--- src/rtl/evt_intc_pkg.sv ---
// Shared constants for the edge-latched interrupt collector.
// Assumes byte addressing with 32-bit registers.
package evt_intc_pkg;
    localparam int DEF_DATA_W = 32;
    localparam int DEF_ADDR_W = 8;
    localparam int DEF_NUM_SRC = 32;
    localparam logic [7:0] OFS_PENDING = 8'h00;
    localparam logic [7:0] OFS_ENABLE  = 8'h04;
endpackage

--- src/rtl/evt_edge_detect.sv ---
// Rising-edge detector: keeps one registered copy per source and flags a
// 0-to-1 transition for one cycle. Assumes src is synchronous to clk.
module evt_edge_detect #(
    parameter int NUM_SRC = 32
) (
    input  logic               clk,
    input  logic               rst_n,
    input  logic [NUM_SRC-1:0] src,
    output logic [NUM_SRC-1:0] rise
);
    logic [NUM_SRC-1:0] prev_q;

    for (genvar g = 0; g < NUM_SRC; g++) begin : g_bit
        // Purpose: remember the level of source g from the previous cycle.
        always_ff @(posedge clk) begin
            if (!rst_n) prev_q[g] <= 1'b0;
            else        prev_q[g] <= src[g];
        end

        assign rise[g] = src[g] & ~prev_q[g];

        // a flagged edge never repeats on the next cycle
        p_rise_once_r2: assert property (@(posedge clk) disable iff (!rst_n)
            rise[g] |=> !rise[g]);
    end
endmodule

--- src/rtl/evt_cause_latch.sv ---
// Sticky pending register. Edges set bits; a clearing write zeroes the bits
// whose data bit is 0. An edge wins over a clear on the same bit.
module evt_cause_latch #(
    parameter int NUM_SRC = 32
) (
    input  logic               clk,
    input  logic               rst_n,
    input  logic [NUM_SRC-1:0] rise,
    input  logic               clr_we,
    input  logic [NUM_SRC-1:0] clr_data,
    output logic [NUM_SRC-1:0] pend_q
);
    logic [NUM_SRC-1:0] keep;

    // Purpose: select which held bits survive this cycle.
    always_comb begin
        keep = clr_we ? clr_data : {NUM_SRC{1'b1}};
    end

    // Purpose: update pending bits, with new edges OR-ed in last.
    always_ff @(posedge clk) begin
        if (!rst_n) pend_q <= '0;
        else        pend_q <= (pend_q & keep) | rise;
    end

    // without a write, an edge sets its bit
    p_edge_sets_r2: assert property (@(posedge clk) disable iff (!rst_n)
        !clr_we |=> ((pend_q & $past(rise)) == $past(rise)));
    // bits are sticky while no write occurs
    p_sticky_r4: assert property (@(posedge clk) disable iff (!rst_n)
        !clr_we |=> ((pend_q & $past(pend_q)) == $past(pend_q)));
    // zero data bits clear unless an edge arrives
    p_zero_clears_r4: assert property (@(posedge clk) disable iff (!rst_n)
        clr_we |=> ((pend_q & ~$past(clr_data) & ~$past(rise)) == '0));
    // an edge colliding with a clear still sets the bit
    p_edge_wins_r6: assert property (@(posedge clk) disable iff (!rst_n)
        clr_we |=> ((pend_q & $past(rise)) == $past(rise)));
endmodule

--- src/rtl/evt_mask_reg.sv ---
// Enable register: loaded whole on a write, reset to all-disabled.
module evt_mask_reg #(
    parameter int NUM_SRC = 32
) (
    input  logic               clk,
    input  logic               rst_n,
    input  logic               we,
    input  logic [NUM_SRC-1:0] wdata,
    output logic [NUM_SRC-1:0] en_q
);
    // Purpose: hold the per-source enable bits.
    always_ff @(posedge clk) begin
        if (!rst_n)  en_q <= '0;
        else if (we) en_q <= wdata;
    end

    // a write lands in the register on the next cycle
    p_enable_load_r7: assert property (@(posedge clk) disable iff (!rst_n)
        we |=> (en_q == $past(wdata)));
    // without a write the register holds
    p_enable_hold_r7: assert property (@(posedge clk) disable iff (!rst_n)
        !we |=> $stable(en_q));
endmodule

--- src/rtl/evt_bridge_intc.sv ---
// Top of the edge-latched interrupt collector: decodes the register bus,
// joins edge detection, pending and enable state, and drives one line.
// Assumes synchronous sources and NUM_SRC <= DATA_W.
module evt_bridge_intc
    import evt_intc_pkg::*;
#(
    parameter int NUM_SRC = DEF_NUM_SRC,
    parameter int DATA_W  = DEF_DATA_W,
    parameter int ADDR_W  = DEF_ADDR_W
) (
    input  logic               clk,
    input  logic               rst_n,
    input  logic [NUM_SRC-1:0] src_in,
    input  logic               bus_we,
    input  logic [ADDR_W-1:0]  bus_addr,
    input  logic [DATA_W-1:0]  bus_wdata,
    output logic [DATA_W-1:0]  bus_rdata,
    output logic               irq_out
);
    localparam logic [ADDR_W-1:0] A_PEND = ADDR_W'(OFS_PENDING);
    localparam logic [ADDR_W-1:0] A_EN   = ADDR_W'(OFS_ENABLE);

    logic [NUM_SRC-1:0] rise, pend_q, en_q;
    logic hit_pend, hit_en;

    assign hit_pend = (bus_addr == A_PEND);
    assign hit_en   = (bus_addr == A_EN);

    evt_edge_detect #(.NUM_SRC(NUM_SRC)) u_edge (
        .clk(clk), .rst_n(rst_n), .src(src_in), .rise(rise));

    evt_cause_latch #(.NUM_SRC(NUM_SRC)) u_pend (
        .clk(clk), .rst_n(rst_n), .rise(rise),
        .clr_we(bus_we & hit_pend), .clr_data(bus_wdata[NUM_SRC-1:0]),
        .pend_q(pend_q));

    evt_mask_reg #(.NUM_SRC(NUM_SRC)) u_en (
        .clk(clk), .rst_n(rst_n), .we(bus_we & hit_en),
        .wdata(bus_wdata[NUM_SRC-1:0]), .en_q(en_q));

    // Purpose: return the addressed register, zero-extended.
    always_comb begin
        bus_rdata = '0;
        if (hit_pend)    bus_rdata[NUM_SRC-1:0] = pend_q;
        else if (hit_en) bus_rdata[NUM_SRC-1:0] = en_q;
    end

    assign irq_out = |(pend_q & en_q);

    // reset leaves both registers clear
    p_reset_clear_r1: assert property (@(posedge clk)
        !rst_n |=> (pend_q == '0 && en_q == '0));
    // a fully disabled collector stays quiet
    p_disabled_quiet_r8: assert property (@(posedge clk) disable iff (!rst_n)
        (en_q == '0) |-> !irq_out);
    // writes elsewhere leave the enable register alone
    p_stray_write_r9: assert property (@(posedge clk) disable iff (!rst_n)
        (bus_we && !hit_pend && !hit_en) |=> (en_q == $past(en_q)));
endmodule

--- config.mk ---
export PLATFORM = sky130hd
export DESIGN_NAME = evt_bridge_intc
export DESIGN_NICKNAME = d
export VERILOG_FILES = /design/src/rtl/evt_intc_pkg.sv /design/src/rtl/evt_edge_detect.sv /design/src/rtl/evt_cause_latch.sv /design/src/rtl/evt_mask_reg.sv /design/src/rtl/evt_bridge_intc.sv
export SDC_FILE = /design/constraint.sdc
export NUM_CORES = 1
export LEC_CHECK = 0
export ABC_AREA = 1
export BUFFER_PORTS_ARGS = -buffer_cell sky130_fd_sc_hd__buf_2
export CAP_MARGIN = 20
export CELL_PAD_IN_SITES_DETAIL_PLACEMENT = 1
export CELL_PAD_IN_SITES_GLOBAL_PLACEMENT = 2
export CORE_ASPECT_RATIO = 0.6
export CORE_MARGIN = 1
export CORE_UTILIZATION = 25
export CTS_CLUSTER_SIZE = 25
export DETAILED_ROUTE_END_ITERATION = 16
export GPL_ROUTABILITY_DRIVEN = 0
export PLACE_DENSITY = 0.84
export SYNTH_ARGS = -nofsm -noshare
export SYNTH_HDL_FRONTEND = slang
export SYNTH_SLANG_ARGS = --single-unit
--- constraint.sdc ---
create_clock -name clk -period 1 [get_ports clk]
set_input_delay 0.1 -clock clk [delete_from_list [all_inputs] [get_ports clk]]
set_output_delay 0.1 -clock clk [all_outputs]
set_load 0.01 [all_outputs]
# Word-level counts from Yosys, hierarchy flattened
# Index checks and enable logic that the tools add are counted.
# totals
regBits,96
inputBits,75
out_inout_bits,33
wordCells,109
# op_classes
eq_ne,1
mux,3
n_bitwise,69
n_reduce_logical,2
# op_table
cell,n
32-bit two-way mux,3
32-bit AND,2
1-bit AND,34
1-bit inverter,32
32-bit bitwise OR,1
32-bit OR reduction,1
8-bit by 3-bit == test with 1-bit output (second input constant),1
8-bit zero test,1

# Longest topological paths before layout
# Gate-level depths: netlist (run 1).
# depth
word_depth,5
depth_mapped,8
mapped_depth_nobuf,7

# Modules after synthesis
# From an unflattened synthesis (run 1), not the netlist that was laid out.
# hier_totals
cells_unflattened,749
hier_area_um2,4819.6
# by_module_without_submodules
module,n_inst,cells_each,area_per_inst_um2,seq_area_each_um2
evt_cause_latch,1,199,1356.3,640.6
evt_mask_reg,1,202,1335.0,640.6
evt_edge_detect,1,163,1154.9,640.6
evt_bridge_intc,1,185,973.4,0.0

# Worst setup path before layout (run 1)
# Ideal clock, no wire load.
# synth_path
path_type,input to output
from,in bus_addr[5]
to,out bus_rdata[10]
arrival_ns,0.894
required_ns,0.900
setup_slack_ns,0.006
path_stages,7
path_buffers,2
cell_sequence,nor2_1 -> nand2_1 -> nor2_4 -> buf_6 -> buf_4 -> nand2_1 -> nand2_1
# synth_between
elab_chain_cells,3
word_cells_on_any_way,4
classes_between,1 x eq/ne; 2 x mux; 1 x reduce/logical
# synth_lines
item,line_no,rtl
from (decl),evt_bridge_intc.sv:15,"input logic [ADDR_W-1:0] bus_addr,"
8-bit by 3-bit == test with 1-bit output,evt_bridge_intc.sv:27,assign hit_en = (bus_addr == A_EN);
32-bit two-way mux,evt_bridge_intc.sv:45,else if (hit_en) bus_rdata[NUM_SRC-1:0] = en_q;
32-bit two-way mux *,evt_bridge_intc.sv:44,if (hit_pend) bus_rdata[NUM_SRC-1:0] = pend_q;
to (decl),evt_bridge_intc.sv:17,"output logic [DATA_W-1:0] bus_rdata,"
# Mark *: on every way between the ends. The rest lies on a longest branch, timed or not.

# Final worst setup path (run 1)
# layout_path
from,reg u_pend.pend_q[0]
to,out irq_out
# layout_between
elab_chain_cells,2
# layout_lines
item,line_no,rtl
from (decl),evt_cause_latch.sv:11,output logic [NUM_SRC-1:0] pend_q
from (signal assigned),evt_cause_latch.sv:23,else pend_q <= (pend_q & keep) | rise;
32-bit AND,evt_bridge_intc.sv:48,assign irq_out = |(pend_q & en_q);
32-bit OR reduction,evt_bridge_intc.sv:48,
to (decl),evt_bridge_intc.sv:18,output logic irq_out
# No other way between the ends.

==> results of run 1 <==
through the flow:
stage	worst slack (ps)	power (W)	util, %	hold WS [ps]
after floorplan	5.689	0.004618	-	204.3
after global placement	-320.6	0.005105	33.67	295.5
after detailed placement	-354.5	0.005134	33.67	300.4
after CTS	-501.6	0.009157	42.96	50.03
after global routing	-646.5	0.009562	46.26	71.29
final	-525.3	0.009146	46.26	58.14
kinds of logic (layout without fill, tap and decap cells):
| kind of cell | count (synthesis) | in the layout | share of synthesized area (%) |
|---|---|---|---|
| AO/OA/AOI/OAI | 32 | 32 | 3.536 |
| AND/OR/NAND/NOR | 455 | 455 | 41.69 |
| buffers and inverters | 135 | 371 | 12.35 |
| flip-flops | 96 | 96 | 42.43 |
timing repair:
action                                  in CTS  in global routing
gates cloned                                10                  5
setup buffers                               20                 16
endpoints found under the hold margin       32                  0
endpoints found under the setup margin      33                 58
hold buffers                                32                  0
pin swaps                                   40                 60
resized for setup                          160                135
worst paths after layout:
kind / end / start / cells past startpoint
min reg2reg: u_pend.pend_q[14]$_SDFF_PN0_ / u_edge.prev_q[14]$_SDFF_PN0_ / 2
max reg2reg: u_pend.pend_q[6]$_SDFF_PN0_ / u_pend.pend_q[6]$_SDFF_PN0_ / 6
max: irq_out / u_pend.pend_q[0]$_SDFF_PN0_ / 7
min: u_pend.pend_q[7]$_SDFF_PN0_ / bus_wdata[7] / 5
flip-flops by register name (all words and copies together) (netlist names):
signal,count
u_edge.prev_q,32
u_pend.pend_q,32
u_en.en_q,32
final cells by class:
class,count,area [um2]
Fill cell,2132,9354
Multi-Input combinational cell,487,2666
Timing Repair Buffer,258,2450
Sequential cell,96,1958
Inverter,97,364.1
Tap cell,234,292.8
Clock buffer,10,229.0
Clock inverter,6,92.59
layer usage:
layer / part of all wire [%] / wire length (um)
met2: 46 / 8205
met4: 0.77 / 138
met3: 3.4 / 614
met1: 50 / 8978
met5: 0 / 0
critical path, delay by kind of cell, from the launching register on:
family	cells	cell delay [ps]
buf+inv	1	140
flops	1	330
simple gates	6	620
power by group through the flow:
stage / clock network (W) / logic [W] / registers (W)
3_5_place_dp: 0 / 0.000939 / 0.00419
5_1_grt: 0.00408 / 0.00132 / 0.00416
4_1_cts: 0.00391 / 0.00112 / 0.00412
6_report: 0.00382 / 0.00119 / 0.00414
2_1_floorplan: 0 / 0.000431 / 0.00419
3_3_place_gp: 0 / 0.000917 / 0.00419
cells in the mapped netlist, drive strengths merged:
library cell / number / area (um2)
nand3: 65 / 325.3
clkbuf: 9 / 33.78
a21oi: 32 / 160.2
buf: 29 / 161.4
dfxtp: 96 / 1922
inv: 97 / 364.1
nor2: 48 / 195.2
nand3b: 1 / 7.510
nand2: 309 / 1160
or2: 32 / 200.2
==> results.ini, run 1 <==
[outcome]
status=finished, violations left
violations=negative setup slack

[critical_path]
end_kind=output port
worst-path-max-fanout=2
critPathSlowestCell=dfxtp_2
cp_cell_sequence=nand2_1 > nand2_1 > nor2_1 > nand2_2 > nor2_2 > nand2_1 > buf_2
crit_path_max_incr_delay_ps=330
cp-start-kind=flop
worstPathRequired_ps=900
path_common_cell=nand2_1
r2r_setup_slack_ps=150
critPathKind=reg -> out
arrival_ps=1430

[grt]
grtUsageTotal_pct=18.08
met3_usage_pct=3.398
antenna_found_initial=0
grt_pass1_wl_um=26540
use_met2_pct=28.20
grt_pass1_vias=5209
grt-busiest-layer=met2
met1_usage_pct=25.96
grt_overflow=0
grt_start_max_net_pins=40

[floorplan]
core_area_um2=17410
design.die.area_um2=18680
start_util_pct=26.02
die_w_um=175.8
rows=37
die_h_um=106.3
io_pins=108

[final_layout]
finalNonFillerCells=1188
mostFrequentLayoutCell=nand2_1
post-route-cell-area_um2=8053
drive_above_1_share_pct=45.60
layout_common_cells=214 x nand2_1, 96 x inv_1, 74 x buf_2
diodes=0
nets=1024
areaGrowthSynthToFinish_pct=77.79

[drt]
totalWireLength_um=17940
first_iter_violations=239
route.detailed.drc=0
dr.pass1.iters=4
ant_nets=0
vias=5185
viasPerCell=4.364
wire_per_inst_um=15.10

[sta]
post-route-period-util_pct=152.5
finalSetupTns_ps=-9597
max_freq_mhz=655.6
setup_ws_ps=-525.3
slew_violations=0
fin_skew_ps=5.116
hold_violations=0
max-slew-margin-rel_pct=85.18
worstMarginPinSlew_ps=222.2
min_period_ps=1525
rsz0062_at_grt=true
setup_viol=55

[logic_synthesis]
syn-mean-instance-area_um2=6.308
ys_types=14
ys_ff_latch=96
syn_inst=718
ys_seq_area_share_pct=42.43
ys_warn_count=0
syn_area_um2=4529
syn-num-nets=793

[clock_tree]
clk_latency_ps=340
clockBufferDepth=2
clock-sinks=96
cts_root_buf=clkbuf_16
tritoncts=built
htreeDepth=3
cts_inserted_buffers=9
clkTransAtPathRegs_ps=70

[placement]
dpl.hpwl_um=9857
place_inst=1100
port_buffers=107
placed_cell_area_um2=5861

[power_and_ir_drop]
p_leak_nw=4.675
p_int_w=0.006853
seqPwrFrac_pct=45.2
power_switching_w=0.002294
swShare_pct=25.08
power_density_nw_per_um2=1136
max-vdd-ir-drop_v=0.0006737
pwr-share-comb_pct=13.0
clkPwrFrac_pct=41.7

[worst_hold_path]
hold_path.class=in -> reg

[job]
drv_cap=0

(Power assumes the default switching activity.)
==> run 2: changes to the inputs <==
--- a/config.mk
+++ b/config.mk
@@ -16,6 +16,7 @@
 export CTS_CLUSTER_SIZE = 25
 export DETAILED_ROUTE_END_ITERATION = 16
 export GPL_ROUTABILITY_DRIVEN = 0
+export HOLD_SLACK_MARGIN = 0.1
 export PLACE_DENSITY = 0.84
 export SYNTH_ARGS = -nofsm -noshare
 export SYNTH_HDL_FRONTEND = slang
==> run 2 against run 1 <==
Net effect:
- the run still ends with negative setup slack left
- global-route usage rose by 0.67 points
- setup slack improved by 18 ps
- register-to-register slack about the same
- core utilization is 1.8 points higher
- sequential share of layout area down 0.88 points
- non-clock buffer count is 30 higher
- sequential power barely moved
- critical path type unchanged
- largest cell class is now buffers
==> results.ini, run 2 (same netlist as run 1, synthesis figures left out) <==
[sta]
slew_violations=0  ; unchanged
setup_ws_ps=-506.8  ; +18.42 ps
worstMarginPinSlew_ps=211.9  ; -10.35 ps
fin_skew_ps=6.038  ; +0.9226 ps
max_freq_mhz=663.6  ; +1.2%
rsz0062_at_grt=true
setup_viol=51  ; -7.3%
max-slew-margin-rel_pct=85.87  ; +0.69 points
hold_violations=0  ; unchanged
min_period_ps=1507  ; -18.42 ps
finalSetupTns_ps=-8399  ; +1199 ps
post-route-period-util_pct=150.7  ; -1.8 points

[clock_tree]
tritoncts=built
clockBufferDepth=2  ; unchanged
cts_root_buf=clkbuf_16
htreeDepth=3  ; unchanged
cts_inserted_buffers=9  ; unchanged
clkTransAtPathRegs_ps=70  ; about the same
clk_latency_ps=340  ; about the same
clock-sinks=96  ; unchanged

[floorplan]
core_area_um2=17410  ; unchanged
io_pins=108  ; unchanged
die_w_um=175.8  ; unchanged
start_util_pct=26.02  ; unchanged
die_h_um=106.3  ; unchanged
rows=37  ; unchanged
design.die.area_um2=18680  ; unchanged

[grt]
grtUsageTotal_pct=18.75  ; +0.67 points
grt_pass1_vias=5386  ; +3.4%
antenna_found_initial=0  ; unchanged
grt_start_max_net_pins=40  ; unchanged
grt_overflow=0  ; unchanged
grt_pass1_wl_um=27410  ; +3.3%

[drt]
dr.pass1.iters=4  ; unchanged
first_iter_violations=153  ; -36%
route.detailed.drc=0  ; unchanged
totalWireLength_um=18410  ; +2.6%
viasPerCell=4.310  ; -1.2%
ant_nets=0  ; unchanged
vias=5250  ; +1.3%
wire_per_inst_um=15.11  ; about the same

[power_and_ir_drop]
p_leak_nw=4.825  ; +3.2%
p_total_w=0.009239  ; +1.0%
power_density_nw_per_um2=1105  ; -2.7%
max-vdd-ir-drop_v=0.0008468  ; +26%

[final_layout]
layout_common_cells=214 x nand2_1, 96 x inv_1, 74 x buf_2
mostFrequentLayoutCell=nand2_1
finish.utilization_pct=48.04  ; +1.8 points
nets=1054  ; +2.9%
fill_cells=2127  ; -0.23%
drive_above_1_share_pct=43.90  ; -1.7 points
post-route-cell-area_um2=8362  ; +3.8%
areaGrowthSynthToFinish_pct=84.61
diodes=0  ; unchanged
largest_registers=u_edge.prev_q: 32 flops, u_en.en_q: 32 flops, u_pend.pend_q: 32 flops

[critical_path]
worstPathRequired_ps=900  ; about the same
arrival_ps=1410  ; -20 ps
critPathSlowestCell=dfxtp_2
critPathKind=reg -> out
reg2reg_depth=6  ; unchanged
worst-path-max-fanout=2  ; unchanged
cp_cell_sequence=nand2_1 > nand2_1 > nor2_1 > nand2_2 > nor2_2 > nand2_1 > buf_2
path_common_cell=nand2_1
end_kind=output port
crit_path_max_incr_delay_ps=330  ; about the same
cp-start-kind=flop

[worst_hold_path]
min_path_cells=4  ; -1
hold_path.class=in -> reg

[job]
drv_cap=0  ; unchanged

[placement]
port_buffers=107  ; unchanged
placed_cell_area_um2=5861  ; unchanged
dpl.hpwl_um=9857  ; unchanged
dp_slack_ps=-354.5  ; unchanged

[outcome]
violations=negative setup slack
status=finished, violations left

-- run 2: cell types whose count changed in the layout (fill, tap and decap cells not counted), sizes merged --
cell and delta:
dlygate4sd3 +32, buf -2
-- run 2: power breakdown --
part	leakage [nW]	total [W]	internal, W	switching (W)
Combinational	3.87	0.00130	0.000687	0.000613
Clock	0.149	0.00380	0.00221	0.00159
Sequential	0.802	0.00413	0.00404	0.0000986
Total	4.82	0.00924	0.00693	0.00231
-- run 2: worst paths after layout --
check                                from                           end  slack (ps)
max           u_pend.pend_q[0]$_SDFF_PN0_                       irq_out        -510
min                                 rst_n  u_edge.prev_q[27]$_SDFF_PN0_         130
max reg2reg   u_pend.pend_q[6]$_SDFF_PN0_   u_pend.pend_q[6]$_SDFF_PN0_         160
min reg2reg  u_edge.prev_q[18]$_SDFF_PN0_  u_pend.pend_q[18]$_SDFF_PN0_         470
-- run 2: worst max-delay path: cells and delay by family, from the launching register on --
family	cells	cell delay [ps]
buf+inv	1	140
flops	1	330
simple gates	6	590
-- run 2: routing by layer --
metal  track usage [%]  vias up  wire [um]
met2             30.24       94       8579
met1             26.12     2478       9090
li1                  -     2664          -
met3             3.541       14        584
met5                 0        -          0
met4             3.230        0        150
-- run 2: metrics by stage --
| stage | instances | hold WS [ps] |
|---|---|---|
| after floorplan | 718 | 204.3 |
| after global placement | 1100 | 295.5 |
| after detailed placement | 1100 | 300.4 |
| after CTS | 1210 | 121.4 |
| after global routing | 1218 | 134.6 |
| final | 1218 | 133.3 |
-- run 2: what timing repair did --
action	in CTS	in global routing
gates resized for setup	160	136
hold buffers	64	0
endpoints found under the hold margin	79	0
buffers inserted	20	14
setup endpoints to repair	33	58
cloned	10	5
pin swaps	40	62
-- run 2: area by class of cell --
cell class                 instances  area, um2  share of cell area, %
clock inverter                     6      92.59                  1.107
tap                              234      292.8                  3.501
multi-input combinational        487       2669                  31.92
sequential                        96       1959                  23.43
inverter                          97      364.1                  4.354
timing repair buffer             288       2755                  32.95
clock buffer                      10      229.0                  2.738
